File: src/rtl/dsc_pkg.sv
// Shared types for the dual-slope sequencer.
// Assumes nothing beyond the 2-bit phase encoding below.
package dsc_pkg;

    // Measurement phases; HOLD keeps the auto-zero switch closed while idle.
    typedef enum logic [1:0] {
        PH_HOLD  = 2'd0,
        PH_INT   = 2'd1,
        PH_DEINT = 2'd2,
        PH_AZ    = 2'd3
    } phase_t;

endpackage

File: src/rtl/dsc_sync.sv
// Multi-flop synchroniser for the asynchronous run/hold level.
// Assumes the input is a level or a pulse that lasts at least a few clocks.
module dsc_sync #(
    parameter int STAGES = 2
) (
    input  logic clk,
    input  logic rst_n,
    input  logic async_in,
    output logic sync_out
);

    logic [STAGES-1:0] chain;

    generate
        for (genvar i = 0; i < STAGES; i++) begin : g_stage
            if (i == 0) begin : g_first
                // Capture the asynchronous input.
                always_ff @(posedge clk) begin
                    if (!rst_n) chain[0] <= 1'b0;
                    else        chain[0] <= async_in;
                end
            end else begin : g_next
                // Pass the value one stage further.
                always_ff @(posedge clk) begin
                    if (!rst_n) chain[i] <= 1'b0;
                    else        chain[i] <= chain[i-1];
                end
            end
        end
    endgenerate

    assign sync_out = chain[STAGES-1];

endmodule

File: src/rtl/dsc_timer.sv
// Phase sequencer and window timer.
// Runs integrate, deintegrate and auto-zero. The fixed window keeps the
// total at CYCLE clocks, because auto-zero ends on the window counter
// rather than on its own length. Assumes zc is synchronous to clk and
// 1 <= STROBE_DLY < AZ_MIN.
module dsc_timer import dsc_pkg::*; #(
    parameter int INT_CLKS   = 10001,
    parameter int OVR_CNT    = 20000,
    parameter int AZ_MIN     = 10000,
    parameter int STROBE_DLY = 101,
    parameter int CNT_W      = 16,
    parameter int RES_W      = 15
) (
    input  logic             clk,
    input  logic             rst_n,
    input  logic             run_s,
    input  logic             zc,
    output phase_t           phase,
    output logic [RES_W-1:0] done_cnt,
    output logic             ev_start,
    output logic             ev_deint,
    output logic             ev_done,
    output logic             eoc,
    output logic             first_strobe
);

    localparam int CYCLE = INT_CLKS + OVR_CNT + 1 + AZ_MIN;

    phase_t           ph_nxt;
    logic [CNT_W-1:0] ph_cnt;
    logic [CNT_W-1:0] cyc_cnt;
    logic             win_last;
    logic             ev_win_end;
    logic             ev_strobe;

    // Next phase and one-clock events.
    always_comb begin
        ph_nxt     = phase;
        ev_start   = 1'b0;
        ev_deint   = 1'b0;
        ev_done    = 1'b0;
        ev_win_end = 1'b0;
        ev_strobe  = 1'b0;
        win_last   = (cyc_cnt == CNT_W'(CYCLE - 1));
        case (phase)
            PH_HOLD: begin
                if (run_s) begin
                    ph_nxt   = PH_INT;
                    ev_start = 1'b1;
                end
            end
            PH_INT: begin
                if (ph_cnt == CNT_W'(INT_CLKS - 1)) begin
                    ph_nxt   = PH_DEINT;
                    ev_deint = 1'b1;
                end
            end
            PH_DEINT: begin
                if (zc || (ph_cnt == CNT_W'(OVR_CNT))) begin
                    ph_nxt  = PH_AZ;
                    ev_done = 1'b1;
                end
            end
            PH_AZ: begin
                if (ph_cnt == CNT_W'(STROBE_DLY - 1)) ev_strobe = 1'b1;
                if (win_last) begin
                    ev_win_end = 1'b1;
                    if (run_s) begin
                        ph_nxt   = PH_INT;
                        ev_start = 1'b1;
                    end else begin
                        ph_nxt = PH_HOLD;
                    end
                end
            end
            default: ph_nxt = PH_HOLD;
        endcase
    end

    // Phase register.
    always_ff @(posedge clk) begin
        if (!rst_n) phase <= PH_HOLD;
        else        phase <= ph_nxt;
    end

    // Per-phase counter: restarts on every phase change, idles in hold.
    always_ff @(posedge clk) begin
        if (!rst_n)                                   ph_cnt <= '0;
        else if (ph_nxt != phase || phase == PH_HOLD) ph_cnt <= '0;
        else                                          ph_cnt <= ph_cnt + 1'b1;
    end

    // Window counter: 0 in the first integrate clock, wraps at window end.
    always_ff @(posedge clk) begin
        if (!rst_n)                      cyc_cnt <= '0;
        else if (ev_start || ev_win_end) cyc_cnt <= '0;
        else if (phase != PH_HOLD)       cyc_cnt <= cyc_cnt + 1'b1;
    end

    // Registered markers for the display scanner.
    always_ff @(posedge clk) begin
        if (!rst_n) begin
            eoc          <= 1'b0;
            first_strobe <= 1'b0;
        end else begin
            eoc          <= ev_win_end;
            first_strobe <= ev_strobe;
        end
    end

    assign done_cnt = ph_cnt[RES_W-1:0];

    AST_WINDOW_BOUND: assert property (@(posedge clk) disable iff (!rst_n)
        cyc_cnt < CNT_W'(CYCLE));
    AST_INT_LEN: assert property (@(posedge clk) disable iff (!rst_n)
        (phase == PH_INT) |-> (ph_cnt < CNT_W'(INT_CLKS)));
    AST_DEINT_CAP: assert property (@(posedge clk) disable iff (!rst_n)
        (phase == PH_DEINT) |-> (ph_cnt <= CNT_W'(OVR_CNT)));
    AST_HOLD_FROZEN: assert property (@(posedge clk) disable iff (!rst_n)
        (phase == PH_HOLD && $past(phase) == PH_HOLD) |-> $stable(cyc_cnt));

endmodule

File: src/rtl/dsc_result.sv
// Result latch and status flags.
// Captures the sign at the start of deintegrate and the count at its end,
// and sets or clears BUSY and the range flags at the phase boundaries.
// Assumes UR_LIMIT < OVR_CNT and that done_cnt <= OVR_CNT.
module dsc_result #(
    parameter int OVR_CNT  = 20000,
    parameter int UR_LIMIT = 1800,
    parameter int RES_W    = 15
) (
    input  logic             clk,
    input  logic             rst_n,
    input  logic             cmp_out,
    input  logic             ev_start,
    input  logic             ev_deint,
    input  logic             ev_done,
    input  logic [RES_W-1:0] done_cnt,
    output logic             busy,
    output logic             polarity,
    output logic             over_range,
    output logic             under_range,
    output logic [RES_W-1:0] result
);

    logic ovr_now;
    logic ur_now;

    // Classify the finishing count.
    always_comb begin
        ovr_now = (done_cnt == RES_W'(OVR_CNT));
        ur_now  = !ovr_now && (done_cnt <= RES_W'(UR_LIMIT));
    end

    // BUSY spans integrate and deintegrate.
    always_ff @(posedge clk) begin
        if (!rst_n)        busy <= 1'b0;
        else if (ev_start) busy <= 1'b1;
        else if (ev_done)  busy <= 1'b0;
    end

    // Sign is taken from the comparator as deintegrate begins.
    always_ff @(posedge clk) begin
        if (!rst_n)        polarity <= 1'b0;
        else if (ev_deint) polarity <= cmp_out;
    end

    // Over-range: set at end of deintegrate, cleared at next deintegrate start.
    always_ff @(posedge clk) begin
        if (!rst_n)        over_range <= 1'b0;
        else if (ev_done)  over_range <= ovr_now;
        else if (ev_deint) over_range <= 1'b0;
    end

    // Under-range: set at end of deintegrate, cleared at next integrate start.
    always_ff @(posedge clk) begin
        if (!rst_n)        under_range <= 1'b0;
        else if (ev_done)  under_range <= ur_now;
        else if (ev_start) under_range <= 1'b0;
    end

    // Result count latch.
    always_ff @(posedge clk) begin
        if (!rst_n)       result <= '0;
        else if (ev_done) result <= done_cnt;
    end

    AST_OVR_SATURATED: assert property (@(posedge clk) disable iff (!rst_n)
        over_range |-> (result == RES_W'(OVR_CNT)));
    AST_UR_LIMIT: assert property (@(posedge clk) disable iff (!rst_n)
        under_range |-> (result <= RES_W'(UR_LIMIT)));
    AST_FLAGS_EXCLUSIVE: assert property (@(posedge clk) disable iff (!rst_n)
        !(over_range && under_range));

endmodule

File: src/rtl/dual_slope_ctrl.sv
// Top of the dual-slope converter sequencer.
// Joins the run/hold synchroniser, the phase timer and the result block,
// and decodes the analog switch enables from the phase. Assumes cmp_out
// is already synchronous to clk.
module dual_slope_ctrl import dsc_pkg::*; #(
    parameter int INT_CLKS    = 10001,
    parameter int OVR_CNT     = 20000,
    parameter int AZ_MIN      = 10000,
    parameter int UR_LIMIT    = 1800,
    parameter int STROBE_DLY  = 101,
    parameter int SYNC_STAGES = 2,
    localparam int CYCLE_CLKS = INT_CLKS + OVR_CNT + 1 + AZ_MIN,
    localparam int CNT_W      = $clog2(CYCLE_CLKS),
    localparam int RES_W      = $clog2(OVR_CNT + 1)
) (
    input  logic             clk,
    input  logic             rst_n,
    input  logic             run_hold,
    input  logic             cmp_out,
    output logic             busy,
    output logic             polarity,
    output logic             over_range,
    output logic             under_range,
    output logic [RES_W-1:0] result,
    output logic             az_en,
    output logic             int_en,
    output logic             deint_en,
    output logic             eoc,
    output logic             first_strobe
);

    phase_t           phase;
    logic             run_s;
    logic             zc;
    logic [RES_W-1:0] done_cnt;
    logic             ev_start;
    logic             ev_deint;
    logic             ev_done;

    dsc_sync #(
        .STAGES (SYNC_STAGES)
    ) u_sync (
        .clk      (clk),
        .rst_n    (rst_n),
        .async_in (run_hold),
        .sync_out (run_s)
    );

    // Zero crossing: comparator has left the sign latched for this window.
    assign zc = cmp_out ^ polarity;

    dsc_timer #(
        .INT_CLKS   (INT_CLKS),
        .OVR_CNT    (OVR_CNT),
        .AZ_MIN     (AZ_MIN),
        .STROBE_DLY (STROBE_DLY),
        .CNT_W      (CNT_W),
        .RES_W      (RES_W)
    ) u_timer (
        .clk          (clk),
        .rst_n        (rst_n),
        .run_s        (run_s),
        .zc           (zc),
        .phase        (phase),
        .done_cnt     (done_cnt),
        .ev_start     (ev_start),
        .ev_deint     (ev_deint),
        .ev_done      (ev_done),
        .eoc          (eoc),
        .first_strobe (first_strobe)
    );

    dsc_result #(
        .OVR_CNT  (OVR_CNT),
        .UR_LIMIT (UR_LIMIT),
        .RES_W    (RES_W)
    ) u_result (
        .clk         (clk),
        .rst_n       (rst_n),
        .cmp_out     (cmp_out),
        .ev_start    (ev_start),
        .ev_deint    (ev_deint),
        .ev_done     (ev_done),
        .done_cnt    (done_cnt),
        .busy        (busy),
        .polarity    (polarity),
        .over_range  (over_range),
        .under_range (under_range),
        .result      (result)
    );

    // Switch enables decoded from the phase register.
    always_comb begin
        az_en    = (phase == PH_AZ) || (phase == PH_HOLD);
        int_en   = (phase == PH_INT);
        deint_en = (phase == PH_DEINT);
    end

    AST_ONE_SWITCH: assert property (@(posedge clk) disable iff (!rst_n)
        $onehot0({az_en, int_en, deint_en}));
    AST_BUSY_TO_AZ: assert property (@(posedge clk) disable iff (!rst_n)
        $fell(busy) |-> az_en);
    AST_POL_STEADY: assert property (@(posedge clk) disable iff (!rst_n)
        (deint_en && $past(deint_en)) |-> $stable(polarity));

endmodule

File: config.mk
export PLATFORM = sky130hd
export DESIGN_NAME = dual_slope_ctrl
export DESIGN_NICKNAME = d
export VERILOG_FILES = /design/src/rtl/dsc_pkg.sv /design/src/rtl/dsc_sync.sv /design/src/rtl/dsc_timer.sv /design/src/rtl/dsc_result.sv /design/src/rtl/dual_slope_ctrl.sv
export SDC_FILE = /design/constraint.sdc
export NUM_CORES = 1
export LEC_CHECK = 0
export BUFFER_PORTS_ARGS = -buffer_cell sky130_fd_sc_hd__buf_2
export CAP_MARGIN = 10
export CORE_MARGIN = 5
export CORE_UTILIZATION = 50
export CTS_BUF_LIST = sky130_fd_sc_hd__clkbuf_8
export DETAILED_ROUTE_END_ITERATION = 8
export PLACE_DENSITY_LB_ADDON = 0.25
export SLEW_MARGIN = 15
export SYNTH_ARGS = -nofsm -noshare
export SYNTH_HDL_FRONTEND = slang
export SYNTH_SLANG_ARGS = --single-unit
File: constraint.sdc
create_clock -name clk -period 4.36 [get_ports clk]
set_input_delay 0.218 -clock clk [delete_from_list [all_inputs] [get_ports clk]]
set_output_delay 0.218 -clock clk [all_outputs]
set_load 0.01 [all_outputs]
# --- Word-level counts from Yosys, hierarchy flattened ---
# Cells that the tools add are included.
totals:
  register_bits: 57
  out_inout_bits: 24
  wordCells: 61
classes:
  addsub: 2
  n_lt_le_gt_ge: 1
  n_eq_ne: 9
  mux: 22
  bitwise_logic: 2
  n_reduce_logical: 13
ops:
  columns: ["cell", "count"]
  rows:
  - ["adder 16 x 1 -> 16 bit (second input constant)", 2]
  - ["equality test 16 x 14 -> 1 bit (second input constant)", 1]
  - ["equality test 16 x 15 -> 1 bit (second input constant)", 1]
  - ["equality test 16 bit (second input constant)", 1]
  - ["equality test 16 x 7 -> 1 bit (second input constant)", 1]
  - ["2-to-1 mux 1 bit", 16]
  - ["equality test 15 bit (second input constant)", 1]
  - ["less-or-equal comparator 15 x 11 -> 1 bit (second input constant)", 1]
  - ["2-to-1 mux 2 bit", 4]
  - ["one-hot mux 2 bit (4 select lines)", 1]
  - ["nonzero test 2 bit", 3]
  - ["equality test 2 bit (second input constant)", 2]
  - ["logical OR 1 bit", 4]
  - ["OR reduction 2 bit", 2]
  - ["equality test 2 x 1 -> 1 bit (second input constant)", 1]
  - ["zero test 2 bit", 1]
  - ["!= test 2 bit", 1]
  - ["one-hot mux 1 bit (2 select lines)", 1]
  - ["AND reduction 2 bit", 1]
  - ["logical AND 1 bit", 1]
  - ["zero test 1 bit", 1]
  - ["NOT 1 bit", 1]
  - ["XOR 1 bit", 1]

# --- Depth between registers and ports, before layout ---
# Gate-level depths: netlist (run 1).
depth:
  depth_word: 7
  ltp_mapped: 9
  ltp_nobuf: 7

# --- Cells and area by module ---
# Synthesis (run 1) repeated with hierarchy kept, for this count alone.
unflattened:
  cells_unflattened: 321
  hier_area_um2: 3015.4
by_module_without_submodules:
  columns: ["module", "n_inst", "cells_per_inst", "area_per_inst_um2", "seq_area_each_um2"]
  rows:
  - ["dsc_timer", 1, 241, 2099.5, 720.7]
  - ["dsc_result", 1, 71, 822.0, 380.4]
  - ["dsc_sync", 1, 4, 52.6, 40.0]
  - ["dual_slope_ctrl", 1, 5, 41.3, 0.0]

# --- Least setup slack after synthesis (run 1) ---
# No wires, ideal clock.
synth_path:
  path_type: "flip-flop to flip-flop"
  startpoint: "register u_timer.phase[0]"
  endpoint: "register u_timer.cyc_cnt[12]"
  setup_time_ps: 70
  t_arrival_ps: 2140
  slack_ps: 2150
  path_stages_with_launch: 8
  period_less_slack_ps: 2210
  path_cell_list: "dfxtp_1 > inv_1 > ha_1 > clkbuf_1 > nand4b_1 > or4_1 > or3_1 > a21oi_1"
synth_via:
  elab_chain_len: 4
  elab_cells_between_ends: 7
  classes_between: "eq/ne: 1; mux: 2; reduce/logical: 4"
synth_rtl:
  columns: ["element", "line_no", "rtl"]
  rows:
  - ["from (decl)", "dsc_timer.sv:18", "output phase_t phase,"]
  - ["from (signal assigned)", "dsc_timer.sv:83", "else phase <= ph_nxt;"]
  - ["equality test 2 bit / zero test 2 bit (equally long branches)", "dsc_timer.sv:45", "case (phase)"]
  - ["one-hot mux 1 bit (2 select lines) / 2-to-1 mux 1 bit (equally long branches)", "dsc_timer.sv:45", null]
  - ["logical OR 1 bit", "dsc_timer.sv:96", "else if (ev_start || ev_win_end) cyc_cnt <= '0;"]
  - ["OR reduction 2 bit (no line)", null, null]
  - ["to (signal assigned)", "dsc_timer.sv:97", "else if (phase != PH_HOLD) cyc_cnt <= cyc_cnt + 1'b1;"]
  - ["to (decl)", "dsc_timer.sv:31", "logic [CNT_W-1:0] cyc_cnt;"]
# Parallel ways exist; a longest one is shown, timed or not.
# A chain may end at the register's enable or synchronous reset.

# --- Worst setup path after layout (run 1) ---
layout_path:
  startpoint: "register u_timer.phase[0]"
  endpoint: "register u_timer.ph_cnt[1]"
layout_via:
  elab_chain_len: 5
  elab_cells_between_ends: 12
  classes_between: "eq/ne: 4; mux: 5; reduce/logical: 3"
layout_rtl:
  columns: ["element", "line_no", "rtl"]
  rows:
  - ["equality test 2 bit (tied with other cells)", "dsc_timer.sv:45", null]
  - ["one-hot mux 2 bit (4 select lines)", "dsc_timer.sv:45", null]
  - ["!= test 2 bit", "dsc_timer.sv:89", "else if (ph_nxt != phase || phase == PH_HOLD) ph_cnt <= '0;"]
  - ["logical OR 1 bit *", "dsc_timer.sv:89", null]
  - ["OR reduction 2 bit (no line) *", null, null]
  - ["to (signal assigned)", "dsc_timer.sv:90", "else ph_cnt <= ph_cnt + 1'b1;"]
  - ["to (decl)", "dsc_timer.sv:30", "logic [CNT_W-1:0] ph_cnt;"]
# Every way passes the cells marked *; elsewhere a longest branch is shown, timed or not.

==> flow_metrics.env, run 1 <==
export IMPL_outcome="completed"
export IMPL_vias_per_cell=5.531
export IMPL_place_inst=409
export IMPL_root_buffer="clkbuf_8"
export IMPL_grt_pass1_wl_mm=10.49
export IMPL_finalCritPeriodShare=0.6438
export IMPL_grt_use_met3=0.05534
export IMPL_area_growth_pct=11.21
export IMPL_cp_endpoint="u_timer.ph_cnt[1]"
export IMPL_vias=2345
export IMPL_reg2reg_from="u_timer.phase[0]"
export IMPL_antenna_found_initial=0
export IMPL_grtUsageTotal=0.1822
export IMPL_drc=0
export IMPL_path_depth=7
export IMPL_finalHoldViolCount=0
export IMPL_row_count=27
export IMPL_die_x_um=85.14
export IMPL_grt_pass1_vias=2195
export IMPL_dpl_hpwl_mm=4.330
export IMPL_initial_core_util=0.5126
export IMPL_cellLeakagePower_nw=1.150
export IMPL_cts_hold_buf=0
export IMPL_layout_drive_gt1_share=0.1790
export IMPL_cp_slowest_stage_delay_ps=890
export IMPL_synthTopCellsByArea="dfxtp_1, nand2_1, xor2_1"
export IMPL_timing_rr_end="u_timer.ph_cnt[1]"
export IMPL_cts_tree="built"
export IMPL_maxSlewViolCount=0
export IMPL_cpMaxStageDelayCell="o211ai_2"
export IMPL_crit_path_max_fanout=19
export IMPL_cpLargestDelayFamily="simple AND/OR/NAND/NOR gates"
export IMPL_ir_drop_mv=0.2387
export IMPL_ant_nets=0
export IMPL_place_congestion=0.8808
export IMPL_fmax_mhz=356.3
export IMPL_layout_commonest_cell="dfxtp_1"
export IMPL_clk_pin_slew_ps=60
export IMPL_cp_start_kind="flip-flop"
export IMPL_io_pin_count=28
export IMPL_overflow=0
export IMPL_avgSynthCellArea_um2=8.606
export IMPL_wl_per_cell_um=14.46
export IMPL_yosys_warnings=0
export IMPL_setup_viol=0
export IMPL_power_density_nw_per_um2=433.9
export IMPL_insertion_delay_ps=340
export IMPL_htree_levels=3
export IMPL_max_cap_violations=0
export IMPL_critPathCaptureType="flip-flop"
export IMPL_clock_sinks=57
export IMPL_synth_edf_count=0
export IMPL_crit_type="reg -> reg"
export IMPL_grt_start_max_net_pins=22
export IMPL_async_reset_ff_frac=0
export IMPL_n_antenna_cell=0
export IMPL_final_core_util=0.5701
export IMPL_final_cell_mix="dfxtp_1, nand2_1, buf_2"
export IMPL_die_area_um2=7248
export IMPL_r2r_slack_ps=1550
export IMPL_port_buffers=27
export IMPL_first_iter_violations=173
export IMPL_cts_setup_buffers=0
export IMPL_synth_seq_cells=57
export IMPL_syn_area_um2=2823
export IMPL_coreArea_um2=5507
export IMPL_seq_area_frac_synth=0.4043
export IMPL_critical_path_required_ps=4550
export IMPL_crit_chain="inv_1 > ha_1 > and4b_1 > nand4_1 > and2_1 > o211ai_2 > nor3_1"
export IMPL_met1_usage=0.2405
export IMPL_power_mw=1.362
export IMPL_drt_wl_total_mm=6.130
export IMPL_rsz0062_at_grt="no"
export IMPL_path_buf_inv=1
export IMPL_worst_pin_slew_ps=981.9
export IMPL_startpoint="u_timer.phase[0]"
export IMPL_netlist_area_leader_share=0.4043
export IMPL_clock_skew_ps=10.52
export IMPL_synth_main_ff_cell="dfxtp_1"
export IMPL_clock_path_buffers=2
export IMPL_whs_ps=83.38
export IMPL_max_slew_margin=0.3435
export IMPL_critPathArrivalTime_ps=2990
export IMPL_synthCells=328
export IMPL_cts_made_buffers=9
export IMPL_yosysTopAreaCell="dfxtp_1"
export IMPL_nets=361
export IMPL_setup_tns_final_ps=0
export IMPL_dr_pass1_iters=4
export IMPL_hp_class="in -> reg"
export IMPL_synth_distinct_cells=48
export IMPL_synth_nets=341
export IMPL_met2_usage=0.2747
export IMPL_layout_cells_non_filler=424
export IMPL_reg2regPathDepth=7
export IMPL_min_period_ps=2807
export IMPL_cts_resized=0
export IMPL_fp_dieH_um=85.14
export IMPL_busiest_layer="met2"
==> per-layer routing <==
| layer | up-vias | share of wire |
|---|---|---|
| li1 | 1177 | - |
| met1 | 1100 | 0.47 |
| met2 | 58 | 0.46 |
| met3 | 10 | 0.056 |
| met4 | 0 | 0.020 |
| met5 | - | 0 |
==> through the flow <==
stage / area, um^2 / worst slack [ps]
2_1_floorplan: 2823 / 2150
3_3_place_gp: 2959 / 1680
3_5_place_dp: 2959 / 1580
4_1_cts: 3139 / 1569
5_1_grt: 3139 / 1278
6_report: 3139 / 1553
==> flip-flops by register name, summed over array words and instances (netlist names) <==
name / count
u_result.busy: 1
u_result.over_range: 1
u_result.polarity: 1
u_result.result: 15
u_result.under_range: 1
u_sync.chain: 1
u_sync.sync_out: 1
u_timer.cyc_cnt: 16
u_timer.eoc: 1
u_timer.first_strobe: 1
u_timer.ph_cnt: 16
u_timer.phase: 2
==> how the worst min path moves through the flow <==
stage                          startpoint               to  cells after the start
after floorplan                     rst_n  u_sync.chain[0]                      1
after global placement    u_sync.chain[0]  u_sync.sync_out                      1
after detailed placement  u_sync.chain[0]  u_sync.sync_out                      1
after CTS                        run_hold  u_sync.chain[0]                      2
after global routing             run_hold  u_sync.chain[0]                      2
final                            run_hold  u_sync.chain[0]                      2
==> kinds of logic after synthesis <==
family | after synthesis | synth area share
DFF | 57 | 0.4043
adders and majority gates | 9 | 0.03989
xor gates and xnor gates | 28 | 0.08688
AOI/OAI and AO/OA | 39 | 0.08866
muxes | 1 | 0.003546
and+or+nand+nor | 162 | 0.3267
buffers and inverters | 32 | 0.05009
==> cell usage after synthesis (2+ instances only) <==
master    count
nand4_1       9
a31oi_1       2
o21ai_0       6
buf_2         2
nor3_2       10
or3_1         3
or2_2         2
a21oi_1      21
nor2_1       21
and3_1        4
xnor2_1      12
xor2_1       16
clkbuf_1     13
nand3_1      12
nand4b_1      4
buf_6         2
nor3_1       12
dfxtp_1      57
nor4b_1       5
and4b_1       2
nand2_1      52
inv_1        14
nand2b_1      3
ha_1          9
nor4_1        5
and2_1        7
nor2b_1       2
==> where the power goes <==
group / internal, mW / switching (mW) / leakage, nW
clock network: 0.246 / 0.204 / 0.0980
registers: 0.544 / 0.0324 / 0.460
logic: 0.120 / 0.215 / 0.592
==> layout make-up <==
type,count,area (um^2)
timing repair buffer,27,135.1
fill,503,2367
clock inverter,3,15.01
sequential,57,1141
multi-input combinational,239,1540
inverter,14,52.55
tap,72,90.09
clock buffer,12,165.2
No activity file was read; power rests on OpenSTA's default activity.
==> inputs of run 2 (changes only) <==
==> constraint.sdc (replaced) <==
create_clock -name clk -period 2.45 [get_ports clk]
set_input_delay 0.1225 -clock clk [delete_from_list [all_inputs] [get_ports clk]]
set_output_delay 0.1225 -clock clk [all_outputs]
set_load 0.01 [all_outputs]
==> flow_metrics.env, run 2 (synthesis gave the netlist of run 1 again) <==
export IMPL_layout_drive_gt1_share=0.2082
export IMPL_grtUsageTotal=0.1885
export IMPL_area_growth_pct=15.34
export IMPL_cp_slowest_stage_delay_ps=610
export IMPL_cts_setup_buffers=0
export IMPL_max_slew_margin=0.5775
export IMPL_max_cap_violations=0
export IMPL_cts_tree="built"
export IMPL_row_count=27
export IMPL_setup_viol=0
export IMPL_dpl_worst_slack_ps=146.6
export IMPL_top_regs="u_timer.cyc_cnt: 16 flops, u_timer.ph_cnt: 16 flops, u_result.result: 15 flops"
export IMPL_drc=0
export IMPL_final_core_util=0.5912
export IMPL_finalHoldViolCount=0
export IMPL_grt_pass1_wl_mm=11.00
export IMPL_layout_commonest_cell="dfxtp_1"
export IMPL_power_density_nw_per_um2=765.8
export IMPL_final_cell_mix="dfxtp_1, nand2_1, buf_2"
export IMPL_root_buffer="clkbuf_8"
export IMPL_initial_core_util=0.5126
export IMPL_outcome="completed"
export IMPL_port_buffers=27
export IMPL_grt_start_max_net_pins=21
export IMPL_clk_pin_slew_ps=70
export IMPL_dpl_cell_area_um2=3062
export IMPL_clock_path_buffers=2
export IMPL_fin_ws_ps=122.3
export IMPL_maxSlewViolCount=0
export IMPL_fp_dieH_um=85.14
export IMPL_dpl_hpwl_mm=4.547
export IMPL_cellLeakagePower_nw=1.223
export IMPL_n_antenna_cell=0
export IMPL_coreArea_um2=5507
export IMPL_vias_per_cell=5.487
export IMPL_wl_per_cell_um=14.73
export IMPL_cpLargestDelayFamily="simple AND/OR/NAND/NOR gates"
export IMPL_finalCritPeriodShare=0.9501
export IMPL_dr_pass1_iters=4
export IMPL_overflow=0
export IMPL_hp_class="in -> reg"
export IMPL_path_depth=6
export IMPL_fill_cells=512
export IMPL_min_period_ps=2328
export IMPL_crit_type="reg -> reg"
export IMPL_fmax_mhz=429.6
export IMPL_critPathCaptureType="flip-flop"
export IMPL_vias=2398
export IMPL_nets=374
export IMPL_drt_wl_total_mm=6.435
export IMPL_setup_tns_final_ps=0
export IMPL_reg2regPathDepth=6
export IMPL_ant_nets=0
export IMPL_die_area_um2=7248
export IMPL_cts_made_buffers=9
export IMPL_cpMaxStageDelayCell="or4_4"
export IMPL_ir_drop_mv=0.4078
export IMPL_rsz0062_at_grt="no"
export IMPL_critPathArrivalTime_ps=2590
export IMPL_place_congestion=0.8299
export IMPL_path_buf_inv=1
export IMPL_crit_chain="inv_1 > ha_1 > nand4b_1 > or4_4 > or3_1 > a21oi_1"
export IMPL_crit_path_max_fanout=6
export IMPL_htree_levels=3
export IMPL_die_x_um=85.14
export IMPL_clock_sinks=57
export IMPL_worst_pin_slew_ps=625.3
export IMPL_grt_pass1_vias=2344
export IMPL_design_area_um2=3256
export IMPL_first_iter_violations=192
export IMPL_worstHoldPathCells=3
export IMPL_io_pin_count=28
export IMPL_clock_skew_ps=7.822
export IMPL_antenna_found_initial=0
export IMPL_critical_path_required_ps=2710
export IMPL_insertion_delay_ps=340
export IMPL_cp_start_kind="flip-flop"
## run 2: cell types whose count changed in the layout (fill, tap and decap cells not counted)
cell           previous run  this run
buf_12                    0         1
dlygate4sd3_1             0         1
or4_4                     1         2
buf_4                     0        11
or4_1                     1         0
## run 2: routing by layer
metal / routed length (um) / global-route usage / vias to the layer above
met2: 3003 / 0.2994 / 66
met3: 460 / 0.06699 / 12
li1: - / - / 1197
met5: 0 / 0 / -
met1: 2848 / 0.2414 / 1123
met4: 122 / 0.05324 / 0
## run 2: power by group
| part | leakage [nW] | internal [mW] | switching, mW |
|---|---|---|---|
| combinational | 0.665 | 0.267 | 0.410 |
| sequential | 0.460 | 0.968 | 0.0498 |
| clock | 0.0980 | 0.438 | 0.361 |
## run 2: cell type report
class                      count  area, um^2  share of cell area
tap                           72       90.09             0.02767
clock buffer                  12       165.2             0.05073
clock inverter                 3       15.01            0.004612
sequential                    57        1141              0.3505
timing repair buffer          40       247.7             0.07610
multi-input combinational    239        1544              0.4743
inverter                      14       52.55             0.01614
## run 2: worst register-to-register path, cell delays in order, from the launching register on
cell      delay, ps
dfxtp_1         460
inv_1           170
ha_1            230
nand4b_1        300
or4_4           610
or3_1           330
a21oi_1         160
## run 2: metrics by stage
stage | instances | hold WS (ps) | power [mW]
3_5_place_dp | 421 | 340.4 | 1.701
2_1_floorplan | 328 | 244.2 | 1.511
6_report | 437 | 64.49 | 2.493
3_3_place_gp | 421 | 330.2 | 1.693
5_1_grt | 437 | 54.92 | 2.625
4_1_cts | 437 | 50.53 | 2.509
## run 2: path summary, 6_finish.rpt
path                    startpoint             endpoint  slack, ps
setup / recovery  u_timer.phase[1]  u_timer.cyc_cnt[12]        120
hold / removal             cmp_out    u_result.polarity         60
setup reg to reg  u_timer.phase[1]  u_timer.cyc_cnt[12]        120
hold reg to reg    u_sync.chain[0]      u_sync.sync_out        440
## run 2: what timing repair did
action,4_1_cts,5_1_grt
endpoints found under the hold margin,1,0
setup endpoints to repair,0,2
hold buffers,1,0
resized for setup,0,1
==> inputs of run 3 (changes only) <==
--- a/config.mk
+++ b/config.mk
@@ -12,6 +12,7 @@
 export CTS_BUF_LIST = sky130_fd_sc_hd__clkbuf_8
 export DETAILED_ROUTE_END_ITERATION = 8
 export PLACE_DENSITY_LB_ADDON = 0.25
+export SETUP_SLACK_MARGIN = 0.5
 export SLEW_MARGIN = 15
 export SYNTH_ARGS = -nofsm -noshare
 export SYNTH_HDL_FRONTEND = slang
==> flow_metrics.env, run 3 (synthesis gave the netlist of run 1 again) <==
export IMPL_clock_sinks=57
export IMPL_fp_dieH_um=85.14
export IMPL_min_period_ps=2013
export IMPL_io_pin_count=28
export IMPL_layout_cells_non_filler=458
export IMPL_dpl_hpwl_mm=4.383
export IMPL_grtUsageTotal=0.2052
export IMPL_cts_made_buffers=9
export IMPL_n_antenna_cell=0
export IMPL_row_count=27
export IMPL_final_core_util=0.6542
export IMPL_reg2reg_from="u_timer.cyc_cnt[1]"
export IMPL_whs_ps=42.31
export IMPL_htree_levels=3
export IMPL_layout_commonest_cell="nand2_1"
export IMPL_hp_start="cmp_out"
export IMPL_place_congestion=0.9115
export IMPL_cellLeakagePower_nw=1.354
export IMPL_grt_start_max_net_pins=21
export IMPL_power_internal_mw=1.838
export IMPL_hp_class="in -> reg"
export IMPL_startpoint="u_timer.cyc_cnt[1]"
export IMPL_coreArea_um2=5507
export IMPL_die_area_um2=7248
export IMPL_ant_nets=0
export IMPL_outcome="completed"
export IMPL_clkPwrFrac=0.277
export IMPL_cp_start_kind="flip-flop"
export IMPL_vias=2544
export IMPL_wl_per_cell_um=15.62
export IMPL_max_slew_margin=0.7458
export IMPL_grt_pass1_vias=2368
export IMPL_initial_core_util=0.5126
export IMPL_cts_tree="built"
export IMPL_fmax_mhz=496.7
export IMPL_clk_pin_slew_ps=60
export IMPL_seqPwrFrac=0.367
export IMPL_setup_tns_final_ps=0
export IMPL_antenna_found_initial=0
export IMPL_critPathCaptureType="flip-flop"
export IMPL_worst_pin_slew_ps=378.1
export IMPL_final_cell_mix="nand2_1, dfxtp_1, buf_4"
export IMPL_switching_power_mw=0.9352
export IMPL_vias_per_cell=5.555
export IMPL_top_regs="u_timer.cyc_cnt: 16 flops, u_timer.ph_cnt: 16 flops, u_result.result: 15 flops"
export IMPL_overflow=0
export IMPL_power_density_nw_per_um2=769.8
export IMPL_die_x_um=85.14
export IMPL_p_comb_frac=0.356
export IMPL_insertion_delay_ps=340
export IMPL_clock_skew_ps=6.225
export IMPL_drt_wl_total_mm=7.154
export IMPL_grt_pass1_wl_mm=11.75
export IMPL_first_iter_violations=140
export IMPL_netSwitchingFraction=0.3373
export IMPL_place_inst=421
export IMPL_power_mw=2.773
export IMPL_ir_drop_mv=0.5191
export IMPL_critical_path_required_ps=2700
export IMPL_crit_type="reg -> reg"
export IMPL_maxSlewViolCount=0
export IMPL_dr_pass1_iters=4
export IMPL_crit_path_max_fanout=8
export IMPL_port_buffers=27
export IMPL_rsz0062_at_grt="yes"
export IMPL_clock_path_buffers=2
export IMPL_root_buffer="clkbuf_8"
export IMPL_max_cap_violations=0
export IMPL_nets=394
export IMPL_drc=0
export IMPL_layout_drive_gt1_share=0.3187
export IMPL_area_growth_pct=27.62
export IMPL_finalCritPeriodShare=0.8217
export IMPL_critPathArrivalTime_ps=2260
export IMPL_finalHoldViolCount=0
export IMPL_setup_viol=0
-- run 3: cell count changes in the layout (fill, tap and decap cells not counted), moves of 2 or more --
| cell | before | now |
|---|---|---|
| ha_1 | 9 | 4 |
| nor4b_1 | 5 | 3 |
| dfxtp_1 | 57 | 47 |
| ha_4 | 0 | 4 |
| buf_4 | 11 | 28 |
| dfxtp_4 | 0 | 3 |
| dfxtp_2 | 0 | 7 |
| nor4b_2 | 1 | 3 |
-- run 3: cell type report --
cell class | count | area [um^2]
Clock inverter | 5 | 22.52
Timing Repair Buffer | 59 | 417.9
Fill cell | 454 | 1904
Multi-Input combinational cell | 240 | 1699
Tap cell | 72 | 90.09
Sequential cell | 57 | 1161
Clock buffer | 11 | 151.4
Inverter | 14 | 60.06
-- run 3: worst paths after layout --
| kind | cells after the start | slack, ps | to |
|---|---|---|---|
| hold reg to reg | 1 | 440 | u_sync.sync_out |
| setup / recovery | 8 | 440 | u_timer.ph_cnt[0] |
| setup reg to reg | 8 | 440 | u_timer.ph_cnt[0] |
| hold / removal | 3 | 40 | u_result.polarity |
-- run 3: layer usage --
| metal | routed length (um) | up-vias | part of all wire | GRT usage |
|---|---|---|---|---|
| met1 | 3103 | 1199 | 0.43 | 0.2574 |
| met4 | 276 | 0 | 0.039 | 0.1367 |
| met3 | 410 | 24 | 0.057 | 0.03786 |
| met5 | 0 | - | 0 | 0 |
| met2 | 3362 | 71 | 0.47 | 0.3192 |
| li1 | - | 1250 | - | - |
-- run 3: critical path: stages, from the launching register on --
cell and delay, ps:
dfxtp_2 320, inv_2 60, ha_4 110, or4bb_4 480
nor4_4 260, buf_4 200, a2bb2oi_4 70, and4_4 200
nor4b_2 220
-- run 3: power by group through the flow --
stage	Combinational, mW	Sequential (mW)	Clock (mW)
global placement	0.662	1.04	0
global route	1.05	1.02	0.838
detailed placement	0.671	1.04	0
CTS	0.896	1.01	0.785
floorplan	0.532	1.04	0
finish	0.987	1.02	0.769
-- run 3: stage by stage --
stage | cell area [um^2] | setup slack [ps]
4_1_cts | 3492 | 437.6
5_1_grt | 3602 | 319.0
3_3_place_gp | 3093 | 256.3
3_5_place_dp | 3093 | 199.2
2_1_floorplan | 2884 | 380.8
6_report | 3602 | 436.8
-- run 3: repair_timing --
action,4_1_cts,5_1_grt
setup endpoints to repair,52,51
pin swaps,7,6
hold buffers,1,0
resized for setup,22,16
setup buffers,12,6
gates cloned,2,0
hold endpoints to repair,1,0
